===== config.mk =====
export PLATFORM = sky130hd
export DESIGN_NAME = irqagg_top
export DESIGN_NICKNAME = d
export VERILOG_FILES = /design/src/rtl/irqagg_pkg.sv /design/src/rtl/irqagg_chan_decode.sv /design/src/rtl/irqagg_status.sv /design/src/rtl/irqagg_ctrl.sv /design/src/rtl/irqagg_top.sv
export SDC_FILE = /design/constraint.sdc
export NUM_CORES = 1
export LEC_CHECK = 0
export ABC_CLOCK_PERIOD_IN_PS = 3700
export BUFFER_PORTS_ARGS = -buffer_cell sky130_fd_sc_hd__buf_4
export CAP_MARGIN = 20
export CORE_MARGIN = 5
export CORE_UTILIZATION = 55
export DETAILED_ROUTE_END_ITERATION = 12
export GPL_TIMING_DRIVEN = 0
export PLACE_DENSITY_LB_ADDON = 0.2
export SYNTH_ARGS = -nofsm -noshare
export SYNTH_HDL_FRONTEND = slang
export SYNTH_HIERARCHICAL = 1
export SYNTH_SLANG_ARGS = --single-unit

===== constraint.sdc =====
create_clock -name clk -period 3.7 [get_ports clk]
set_clock_uncertainty 0.1 [all_clocks]
set_input_delay 0.185 -clock clk [delete_from_list [all_inputs] [get_ports clk]]
set_output_delay 0.185 -clock clk [all_outputs]
set_load 0.01 [all_outputs]

===== src/rtl/irqagg_pkg.sv =====
package irqagg_pkg;

    localparam int NCH_MAX  = 4;
    localparam int REG_W    = 16;
    localparam int ADDR_W   = 4;
    localparam int ID_W     = 16;
    localparam int CTRL_W   = 8;
    localparam int CNT_W    = $clog2(NCH_MAX + 1);

    localparam logic [ADDR_W-1:0] ADDR_STAT = 4'h0;
    localparam logic [ADDR_W-1:0] ADDR_EN   = 4'h2;
    localparam logic [ADDR_W-1:0] ADDR_CTRL = 4'h4;

    localparam logic [CTRL_W-1:0] CTRL_HOLD_RST = 8'h05;
    localparam logic [CTRL_W-1:0] CTRL_FREE_RST = 8'h04;

    localparam logic [ID_W-1:0] ID_MIN_4CH = 16'd12;
    localparam logic [ID_W-1:0] ID_MIN_3CH = 16'd10;
    localparam logic [ID_W-1:0] ID_MIN_2CH = 16'd4;

    typedef enum logic [1:0] {
        SEL_STAT,
        SEL_EN,
        SEL_CTRL,
        SEL_NONE
    } reg_sel_t;

    typedef struct packed {
        logic              wr;
        logic [ADDR_W-1:0] addr;
        logic [REG_W-1:0]  wdata;
    } bus_req_t;

    // Register bit owned by a channel; the layout is decoded by host software.
    function automatic logic [REG_W-1:0] chan_bit(input int ch);
        logic [REG_W-1:0] b;
        case (ch)
            0:       b = 16'h0002;
            1:       b = 16'h0001;
            2:       b = 16'h0040;
            3:       b = 16'h0080;
            default: b = '0;
        endcase
        return b;
    endfunction

    function automatic logic [REG_W-1:0] all_chan_bits();
        logic [REG_W-1:0] m;
        m = '0;
        for (int c = 0; c < NCH_MAX; c++) m |= chan_bit(c);
        return m;
    endfunction

    function automatic logic [CNT_W-1:0] id_to_count(input logic [ID_W-1:0] id);
        logic [CNT_W-1:0] n;
        if (id >= ID_MIN_4CH)      n = CNT_W'(4);
        else if (id >= ID_MIN_3CH) n = CNT_W'(3);
        else if (id >= ID_MIN_2CH) n = CNT_W'(2);
        else                       n = CNT_W'(1);
        return n;
    endfunction

    function automatic reg_sel_t addr_to_sel(input logic [ADDR_W-1:0] a);
        reg_sel_t s;
        case (a)
            ADDR_STAT: s = SEL_STAT;
            ADDR_EN:   s = SEL_EN;
            ADDR_CTRL: s = SEL_CTRL;
            default:   s = SEL_NONE;
        endcase
        return s;
    endfunction

endpackage


===== src/rtl/irqagg_chan_decode.sv =====
module irqagg_chan_decode
    import irqagg_pkg::*;
(
    input  logic [ID_W-1:0]    board_id,
    output logic [CNT_W-1:0]   chan_count,
    output logic [NCH_MAX-1:0] chan_present,
    output logic [REG_W-1:0]   valid_map
);

    assign chan_count = id_to_count(board_id);

    for (genvar g = 0; g < NCH_MAX; g++) begin : g_present
        assign chan_present[g] = (CNT_W'(g) < chan_count);
    end

    always_comb begin
        valid_map = '0;
        for (int c = 0; c < NCH_MAX; c++) begin
            if (chan_present[c]) valid_map |= chan_bit(c);
        end
    end

endmodule


===== src/rtl/irqagg_status.sv =====
module irqagg_status
    import irqagg_pkg::*;
(
    input  logic               clk,
    input  logic               rst,
    input  logic [NCH_MAX-1:0] chan_req,
    input  logic [NCH_MAX-1:0] chan_present,
    input  logic [REG_W-1:0]   valid_map,
    input  logic               stat_wr,
    input  logic               en_wr,
    input  logic [REG_W-1:0]   wdata,
    output logic [REG_W-1:0]   stat_q,
    output logic [REG_W-1:0]   en_q
);

    localparam logic [REG_W-1:0] OWNED = all_chan_bits();

    logic [NCH_MAX-1:0] req_q;
    logic [NCH_MAX-1:0] req_rise;
    logic [REG_W-1:0]   set_vec;
    logic [REG_W-1:0]   clr_vec;
    logic [REG_W-1:0]   stat_d;

    for (genvar g = 0; g < NCH_MAX; g++) begin : g_edge
        assign req_rise[g] = chan_req[g] & ~req_q[g] & chan_present[g];
    end

    always_comb begin
        set_vec = '0;
        for (int c = 0; c < NCH_MAX; c++) begin
            if (req_rise[c]) set_vec |= chan_bit(c);
        end
    end

    assign clr_vec = stat_wr ? wdata : '0;
    // Set takes priority over a clear in the same cycle.
    assign stat_d  = ((stat_q & ~clr_vec) | set_vec) & valid_map;

    always_ff @(posedge clk) begin
        if (rst) begin
            req_q  <= '0;
            stat_q <= '0;
            en_q   <= '0;
        end else begin
            req_q  <= chan_req;
            stat_q <= stat_d;
            if (en_wr) en_q <= wdata & OWNED;
        end
    end

    // unowned bits never hold a one
    p_unowned_zero_r9: assert property (@(posedge clk) disable iff (rst)
        ((stat_q | en_q) & ~OWNED) == '0);

    // a rising request of a present channel lands in the status register
    p_set_edge_r3: assert property (@(posedge clk) disable iff (rst)
        (set_vec != '0) |=> ((stat_q & $past(set_vec)) == $past(set_vec)));

    // bits written as one with no competing set are emptied
    p_w1c_r4: assert property (@(posedge clk) disable iff (rst)
        (stat_wr && ((wdata & ~set_vec) != '0)) |=>
            ((stat_q & $past(wdata & ~set_vec)) == '0));

    // an absent channel holds no bit
    p_absent_zero_r8: assert property (@(posedge clk) disable iff (rst)
        !rst |=> ((stat_q & ~$past(valid_map)) == '0));

endmodule


===== src/rtl/irqagg_ctrl.sv =====
module irqagg_ctrl
    import irqagg_pkg::*;
(
    input  logic              clk,
    input  logic              rst,
    input  logic              ctrl_wr,
    input  logic [CTRL_W-1:0] wdata,
    output logic [CTRL_W-1:0] ctrl_q,
    output logic              chan_rst_out
);

    always_ff @(posedge clk) begin
        if (rst) begin
            ctrl_q       <= '0;
            chan_rst_out <= 1'b0;
        end else if (ctrl_wr) begin
            ctrl_q <= wdata;
            if (wdata == CTRL_HOLD_RST)      chan_rst_out <= 1'b1;
            else if (wdata == CTRL_FREE_RST) chan_rst_out <= 1'b0;
        end
    end

    // hold code drives reset high
    p_rst_hold_r10: assert property (@(posedge clk) disable iff (rst)
        (ctrl_wr && wdata == CTRL_HOLD_RST) |=> chan_rst_out);

    // release code drives reset low
    p_rst_free_r10: assert property (@(posedge clk) disable iff (rst)
        (ctrl_wr && wdata == CTRL_FREE_RST) |=> !chan_rst_out);

    // other codes leave the reset output alone
    p_rst_keep_r10: assert property (@(posedge clk) disable iff (rst)
        (!ctrl_wr || (wdata != CTRL_HOLD_RST && wdata != CTRL_FREE_RST))
            |=> $stable(chan_rst_out));

endmodule


===== src/rtl/irqagg_top.sv =====
module irqagg_top
    import irqagg_pkg::*;
(
    input  logic               clk,
    input  logic               rst,
    input  logic [NCH_MAX-1:0] chan_req,
    input  logic [ID_W-1:0]    board_id,
    input  logic [ADDR_W-1:0]  bus_addr,
    input  logic               bus_wr,
    input  logic [REG_W-1:0]   bus_wdata,
    output logic [REG_W-1:0]   bus_rdata,
    output logic               irq_out,
    output logic               chan_rst_out,
    output logic [CNT_W-1:0]   chan_count
);

    bus_req_t           breq;
    reg_sel_t           sel;
    logic [NCH_MAX-1:0] present;
    logic [REG_W-1:0]   valid_map;
    logic [REG_W-1:0]   stat_w;
    logic [REG_W-1:0]   en_w;
    logic [CTRL_W-1:0]  ctrl_w;

    assign breq = '{wr: bus_wr, addr: bus_addr, wdata: bus_wdata};
    assign sel  = addr_to_sel(breq.addr);

    irqagg_chan_decode u_decode (
        .board_id     (board_id),
        .chan_count   (chan_count),
        .chan_present (present),
        .valid_map    (valid_map)
    );

    irqagg_status u_status (
        .clk          (clk),
        .rst          (rst),
        .chan_req     (chan_req),
        .chan_present (present),
        .valid_map    (valid_map),
        .stat_wr      (breq.wr && sel == SEL_STAT),
        .en_wr        (breq.wr && sel == SEL_EN),
        .wdata        (breq.wdata),
        .stat_q       (stat_w),
        .en_q         (en_w)
    );

    irqagg_ctrl u_ctrl (
        .clk          (clk),
        .rst          (rst),
        .ctrl_wr      (breq.wr && sel == SEL_CTRL),
        .wdata        (breq.wdata[CTRL_W-1:0]),
        .ctrl_q       (ctrl_w),
        .chan_rst_out (chan_rst_out)
    );

    assign irq_out = |(stat_w & en_w);

    always_comb begin
        case (sel)
            SEL_STAT: bus_rdata = stat_w;
            SEL_EN:   bus_rdata = en_w;
            SEL_CTRL: bus_rdata = {{(REG_W-CTRL_W){1'b0}}, ctrl_w};
            default:  bus_rdata = '0;
        endcase
    end

    // an all-zero enable register keeps the line low
    p_mask_all_r6: assert property (@(posedge clk) disable iff (rst)
        (en_w == '0) |-> !irq_out);

    // decoded count stays within one to four
    p_count_range_r7: assert property (@(posedge clk) disable iff (rst)
        (chan_count >= CNT_W'(1)) && (chan_count <= CNT_W'(NCH_MAX)));

    // registers come out of reset cleared
    p_reset_clear_r1: assert property (@(posedge clk)
        $past(rst) |-> (!irq_out && !chan_rst_out));

endmodule


* Word-level counts from Yosys, hierarchy flattened
Cells that the tools add are included.
Storage, ports and cells: word-level logic and storage cells 71, input port bits 43, register bits after elaboration 33, output and inout port bits 21
Operators by class: bitwise logic cells 23, order comparisons 7, reduce and logical (&&, ||, !) cells 8, equal/unequal tests 6, muxes and demuxes 22
Operators by type and width (count):
- 16-bit two-way mux | 13
- 16-bit bitwise OR | 6
- 16-bit one-hot mux with 3 select lines | 1
- 16-bit AND | 2
- 16-bit by 4-bit >= comparator with 1-bit output (second input constant) | 2
- 16-bit by 8-bit AND with 16-bit output | 1
- 8-bit by 3-bit equality test with 1-bit output (second input constant) | 2
- 16-bit by 3-bit >= comparator with 1-bit output (second input constant) | 1
- 16-bit inverter | 1
- 2-bit by 16-bit bitwise OR with 16-bit output | 1
- 16-bit OR reduction | 1
- 1-bit AND | 8
- 1-bit by 3-bit less-than comparator with 1-bit output (first input constant) | 2
- 2-bit by 3-bit less-than comparator with 1-bit output (first input constant) | 2
- 2-bit two-way mux | 3
- 3-bit two-way mux | 2
- 2-bit one-hot mux with 3 select lines | 1
- 4-bit by 2-bit equality test with 1-bit output (second input constant) | 1
- 4-bit by 3-bit equality test with 1-bit output (second input constant) | 1
- 4-bit zero test | 1
- 1-bit inverter | 4
- 1-bit logical AND | 3
- 2-bit by 1-bit equality test with 1-bit output (second input constant) | 1
- 2-bit equality test (second input constant) | 1
- 4 further kinds | 5

* Logic depth before layout (Yosys ltp)
Gate-level depths: netlist of run 1.
depth in word-level cells 15, depth in mapped cells 7, mapped depth without buffers 5

* Cells and area by module
The synthesis of run 1 kept the hierarchy.
Modules (own cells, without submodules):
- irqagg_status | area each 1028.5 um2, instances 1, cells an instance 94, seq. area each 480.5 um2
- irqagg_top | area each 431.7 um2, instances 1, cells an instance 60, seq. area each 0.0 um2
- irqagg_ctrl | area each 376.6 um2, instances 1, cells an instance 32, seq. area each 180.2 um2
- irqagg_chan_decode | area each 234.0 um2, instances 1, cells an instance 32, seq. area each 0.0 um2

* Worst setup path before layout of run 1
No wires, ideal clock.
kind input to register, start input bus_addr[1], end register u_ctrl.chan_rst_out, path buffers 2, data arrival time 1528 ps, setup time 115 ps, cell stages on the path 7, setup slack 1957 ps, required time 3485 ps, cells stage by stage buf_6 nor4b_4 and2_1 buf_6 nor4b_4 a21boi_0 o21ba_1
Between the ends: cells in the longest elaborated chain, start to end 5, elaborated cells between the ends (all ways) 7, classes of those cells eq/ne: 3; mux: 1; reduce/logical: 3
Ends and longest elaborated chain:
- start: declaration | line irqagg_top.sv:8 | input logic [ADDR_W-1:0] bus_addr,
- 4-bit by 3-bit equality test with 1-bit output (tied with other cells) | line irqagg_pkg.sv:65 | case (a)
- 2-bit one-hot mux with 3 select lines (*) | line irqagg_pkg.sv:65
- 2-bit equality test (*) | line irqagg_top.sv:51 | .ctrl_wr (breq.wr && sel == SEL_CTRL),
- 1-bit logical AND (*) | line irqagg_top.sv:51
- 2-bit AND reduction (no line) (*)
- end signal: assignment | line irqagg_ctrl.sv:15 | chan_rst_out <= 1'b0;
- end signal: assignment | line irqagg_ctrl.sv:18 | if (wdata == CTRL_HOLD_RST) chan_rst_out <= 1'b1;
- end signal: assignment | line irqagg_ctrl.sv:19 | else if (wdata == CTRL_FREE_RST) chan_rst_out <= 1'b0;
- end: declaration | line irqagg_ctrl.sv:9 | output logic chan_rst_out
Mark *: on every way between the ends. The rest lies on a longest branch, timed or not. A chain may end at the register's enable or synchronous reset.

* Final worst setup path of run 1
Same ends and word-level chain as after synthesis.

==> flow_summary.json, run 1 <==
{
  "final_hold_viol_count": 0,
  "maxSlewViolCount": 0,
  "crit_type": "primary input to register",
  "detail_route.first_pass.iterations": 4,
  "crit_chain": "buf_6, nor4b_4, and2_1, buf_6, nor4b_4, a21boi_0, o21ba_1",
  "cts_sinks": 33,
  "routed_wirelength_mm": 4.57,
  "io_pins": 64,
  "min_period_ns": 1.68,
  "final_net_count": 352,
  "root_buffer": "clkbuf_8",
  "finalCritPeriodShare_pct": 45.5,
  "cpMaxStageDelayCell": "nor4b_4",
  "critPathMaxStageDelay_ns": 0.52,
  "layout_common_cells": "92 x buf_4, 33 x dfxtp_1, 28 x mux2i_1",
  "cts.path.max_buffers": 2,
  "core-area_sq_um": 3660,
  "netlist_instances": 218,
  "utilization_pct": 75.3,
  "worstPathRequired_ns": 3.78,
  "synth.top_cell.area_share_pct": 31.9,
  "fin_setup_tns_ns": 0,
  "syn_to_final_growth_pct": 33.2,
  "grt_overflow": 0,
  "crit_path_end_kind": "register",
  "clock_latency_ns": 0.28,
  "path_clk_slew_ns": 0.07,
  "dr_wl_met2_mm": 2.08,
  "die_y_microns": 71.4,
  "avgViaCountPerCell": 4.78,
  "ys_seq_area_share_pct": 31.9,
  "die_w_microns": 71.4,
  "yosysWarningCount": 6,
  "first_global_vias": 1701,
  "drc_errors": 0,
  "yosys-top-cells-area": "dfxtp_1 32%, mux2i_1 14%, buf_4 11%",
  "setup_viol": 0,
  "tightest_slew_ns": 0.500,
  "antenna_found_initial": 0,
  "worst-path-max-fanout": 10,
  "synth_top_cell_by_area": "dfxtp_1",
  "grt_max_degree": 11,
  "vdd_ir_drop_max_mv": 0.244,
  "place.gp.congestion": 0.795,
  "htreeDepth": 2,
  "drt-initial-drc-count": 78,
  "netlist_area_sq_um": 2070,
  "fmax_mhz": 594,
  "postCtsSetupBuffers": 0,
  "grt_pass1_wl_mm": 7.60,
  "track_usage_pct": 18.7,
  "numCtsBuffers": 5,
  "ys_types": 32,
  "ys_ff_latch": 33,
  "dp_hpwl_mm": 3.62,
  "crit_buf_inv": 2,
  "wl_met1_mm": 2.09,
  "status": "finished, final reports clean",
  "p_leak_nw": 1.24,
  "antenna_cells": 0,
  "power.density_nw_per_um2": 274,
  "maxSlewHeadroom_pct": 66.5,
  "num_vias": 1710,
  "top_layer": "met4",
  "portBuffers": 61,
  "synth_area_per_cell_sq_um": 9.50,
  "critPathArrivalTime_ns": 1.77,
  "crit_family": "simple AND/OR/NAND/NOR gates",
  "rsz0062_at_grt": "no",
  "max_cap_viol_count": 0,
  "hp-class": "primary input to register",
  "final_common_cell": "buf_4",
  "wl_met3_microns": 369,
  "postRouteAntennaNets": 0,
  "drive_gt1_share_pct": 42.6,
  "core.rowCount": 22,
  "cts-resized-gates": 0,
  "die-area_sq_um": 5090,
  "wl_per_cell_microns": 12.8,
  "start_util_pct": 56.6,
  "worstSetupStartpointType": "primary input",
  "postCtsHoldBufs": 0,
  "tritoncts": "built"
}
## state kept, by name (all words and copies together), names as in the netlist
signal and cells:
u_status/en_q 4, u_ctrl/ctrl_q 8, u_ctrl/chan_rst_out 1, u_status/stat_q 16, u_status/req_q 4
## cells in the mapped netlist
cell type	count
nor4_2	3
o21ba_1	1
nor2b_1	5
and2_1	1
a21boi_0	1
dfxtp_1	33
buf_4	31
o21ai_0	7
or3_1	2
o21ai_2	2
and3_1	2
nand3b_1	4
nand2_1	21
nor4b_4	3
buf_12	1
mux2i_1	28
xnor2_1	1
a21oi_2	4
a22o_1	4
nand4_1	2
a221oi_1	4
buf_6	4
buf_2	4
nand2b_1	4
nor2_1	22
a21o_1	1
nor3_1	2
conb_1	3
a21bo_1	4
buf_1	1
a211oi_2	12
nand3_1	1
## layout make-up
type | instances | area (sq um)
Clock buffer | 6 | 72.6
Timing Repair Buffer | 61 | 458
Buffer | 41 | 322
Tap cell | 48 | 60.1
Multi-Input combinational cell | 167 | 1170
Sequential cell | 33 | 661
Clock inverter | 2 | 10.0
Fill cell | 307 | 903
## per-stage QoR
step	power [mW]	std cells	cell area (sq um)	setup WS, ns	hold WS (ns)
after floorplan	0.446	241	2160	1.96	0.213
after global placement	0.503	350	2680	1.74	0.308
after detailed placement	0.505	350	2680	1.74	0.315
after CTS	0.762	358	2760	2.01	0.0272
after global routing	0.793	358	2760	1.93	0.0225
final	0.756	358	2760	2.02	0.0266
## power breakdown
group          leakage, nW  switching [mW]  total (mW)  internal [mW]
clock network       0.0450           0.127       0.257          0.130
logic                0.928          0.0583       0.134         0.0752
registers            0.268         0.00374       0.366          0.362
total                 1.24           0.189       0.756          0.567
## metal layers
layer | vias to the layer above | global-route usage, %
li1 | 891 | -
met2 | 58 | 30.8
met5 | - | 0
met3 | 6 | 6.03
met1 | 755 | 24.2
met4 | 0 | 3.55
## logic make-up after synthesis
logic type      count (synthesis)  share of synthesized area [%]
mux                            28                           13.5
buf+inv                        41                           15.5
xor+xnor                        1                          0.423
simple gates                   72                           20.1
compound gates                 40                           18.0
flops                          33                           31.9
other cells                     3                          0.544
## worst paths after layout
path	slack [ns]	to	depth (start not counted)	start
min	0.03	u_status/req_q[0]	2	chan_req[0]
max reg2reg	2.84	u_status/stat_q[1]	2	u_status/stat_q[1]
max	2.02	u_ctrl/chan_rst_out	7	bus_addr[1]
min reg2reg	0.39	u_status/stat_q[1]	2	u_status/req_q[0]
Power figures use the tool's default switching activity.
==> inputs of run 2 (changes only) <==
Settings changed: ABC_CLOCK_PERIOD_IN_PS 3700 to 1520, CORE_UTILIZATION 55 to 47.
Clock period 3.7 ns to 1.52 ns, I/O delays scaled along.
==> flow_summary.json, run 2 (synthesis gave the netlist of run 1 again) <==
{
  "status": "finished, final reports clean",
  "p_leak_nw": 1.34,
  "vdd_ir_drop_max_mv": 0.551,
  "clock_latency_ns": 0.29,
  "hp-start": "board_id[10]",
  "maxSlewViolCount": 0,
  "routed_wirelength_mm": 4.87,
  "crit_type": "register to primary output",
  "grt_overflow": 0,
  "grt_max_degree": 11,
  "drt-initial-drc-count": 90,
  "avgViaCountPerCell": 4.85,
  "power.density_nw_per_um2": 669,
  "min_to": "u_status/stat_q[6]",
  "crit_path_end_kind": "primary output",
  "die_w_microns": 76.4,
  "track_usage_pct": 16.8,
  "place_ws_ns": -0.299,
  "dp.cells": 354,
  "max_cap_viol_count": 0,
  "reg2reg_to": "u_status/stat_q[1]",
  "antenna_found_initial": 0,
  "r2r-start": "u_status/stat_q[1]",
  "drc_errors": 0,
  "utilization_pct": 68.5,
  "nFillCells": 361,
  "htreeDepth": 2,
  "fin_ws_ns": 0.0150,
  "worst-path-max-fanout": 2,
  "detail_route.first_pass.iterations": 4,
  "cts.path.max_buffers": 2,
  "die-area_sq_um": 5830,
  "top_register": "u_status/stat_q",
  "grt_pass1_wl_mm": 8.05,
  "critPathArrivalTime_ns": 1.33,
  "largest_reg_flops": 16,
  "min_period_ns": 1.50,
  "worstPathRequired_ns": 1.34,
  "final_hold_viol_count": 0,
  "drive_gt1_share_pct": 42.8,
  "hp-class": "primary input to register",
  "multi_input_area_sq_um": 1190,
  "postRouteAntennaNets": 0,
  "portBuffers": 61,
  "tritoncts": "built",
  "rsz0062_at_grt": "yes",
  "whs_path_depth": 5,
  "core.rowCount": 24,
  "die_y_microns": 76.4,
  "final_common_cell": "buf_4",
  "path_clk_slew_ns": 0.07,
  "r2r_cells": 2,
  "numCtsBuffers": 5,
  "pwr-share-clk_pct": 37.1,
  "root_buffer": "clkbuf_8",
  "dp_hpwl_mm": 3.72,
  "place.gp.congestion": 0.774,
  "fmax_mhz": 664,
  "pwr-share-comb_pct": 18.0,
  "core-area_sq_um": 4320,
  "num_vias": 1838,
  "regToRegSetupSlack_ns": 0.63,
  "seq_area_sq_um": 662,
  "finalCritPeriodShare_pct": 99.0,
  "stdcell_count": 379,
  "pwr-share-seq_pct": 44.9,
  "p_sw_share_pct": 24.3,
  "final_net_count": 369,
  "io_pins": 64,
  "p_int_mw": 1.50,
  "wl_per_cell_microns": 12.9,
  "antenna_cells": 0,
  "syn_to_final_growth_pct": 43.1,
  "start_util_pct": 47.9,
  "largestRegisters": "u_status/stat_q: 16 flops, u_ctrl/ctrl_q: 8 flops",
  "layout_common_cells": "96 x buf_4, 32 x dfxtp_1, 28 x mux2i_1",
  "cts_sinks": 33,
  "setup_viol": 0,
  "worstSetupStartpointType": "register",
  "power.switching_mw": 0.483,
  "first_global_vias": 1800
}
## run 2: cell types whose count changed in the layout (fill, tap and decap cells not counted), sizes merged
cell | before | now
dlygate4sd3 | 0 | 13
clkbuf | 6 | 7
buf | 102 | 106
clkinv | 2 | 1
## run 2: timing repair
action,in CTS,in global routing
setup endpoints to repair,1,2
hold buffers,13,0
setup buffers,1,3
hold endpoints to repair,20,0
resized for setup,3,0
pin swaps,2,2
## run 2: metal layers
| metal | vias up | wire length (microns) | global-route usage, % |
|---|---|---|---|
| met4 | 0 | 73 | 4.90 |
| met1 | 837 | 2190 | 20.2 |
| met3 | 8 | 319 | 5.20 |
| met5 | - | 0 | 0 |
| li1 | 930 | - | - |
| met2 | 63 | 2290 | 28.5 |
## run 2: final cells by class
class / instances / area share (%)
multi-input cells: 167 / 40.1
clock inverters: 1 / 0.169
flip-flops and latches: 33 / 22.3
repair buffers: 78 / 20.9
plain buffers: 41 / 11.1
well taps: 52 / 2.20
clock buffers: 7 / 3.25
## run 2: worst max path at each step
| stage | end | slack (ns) | cells past startpoint | startpoint |
|---|---|---|---|---|
| floorplan | u_ctrl/chan_rst_out | -0.03 | 7 | bus_addr[1] |
| global placement | u_ctrl/chan_rst_out | -0.27 | 7 | bus_addr[3] |
| detailed placement | u_ctrl/chan_rst_out | -0.30 | 7 | bus_addr[3] |
| CTS | irq_out | 0.003 | 4 | u_status/en_q[6] |
| global route | irq_out | -0.04 | 4 | u_status/en_q[6] |
| finish | irq_out | 0.02 | 4 | u_status/en_q[6] |
## run 2: through the flow
| stage | setup TNS, ns | hold slack, ns | total power [mW] | area (sq um) |
|---|---|---|---|---|
| final | 0 | 0.145 | 1.98 | 2960 |
| after CTS | 0 | 0.147 | 1.99 | 2940 |
| after global routing | -0.0365 | 0.182 | 2.07 | 2960 |
| after floorplan | -0.0284 | 0.104 | 1.09 | 2170 |
| after global placement | -0.728 | 0.200 | 1.23 | 2690 |
| after detailed placement | -0.954 | 0.205 | 1.23 | 2690 |
## run 2: worst max-delay path, stage by stage, from the launching register on
cell and delay (ns):
dfxtp_2 0.32, a22o_1 0.24, a221oi_2 0.20, nand4_1 0.13, buf_4 0.16
## run 2: power groups by stage
stage | Sequential [mW] | Clock [mW] | Combinational, mW
2_1_floorplan | 0.907 | 0 | 0.182
3_3_place_gp | 0.910 | 0 | 0.320
3_5_place_dp | 0.910 | 0 | 0.322
4_1_cts | 0.890 | 0.744 | 0.351
5_1_grt | 0.891 | 0.795 | 0.386
6_report | 0.890 | 0.736 | 0.358
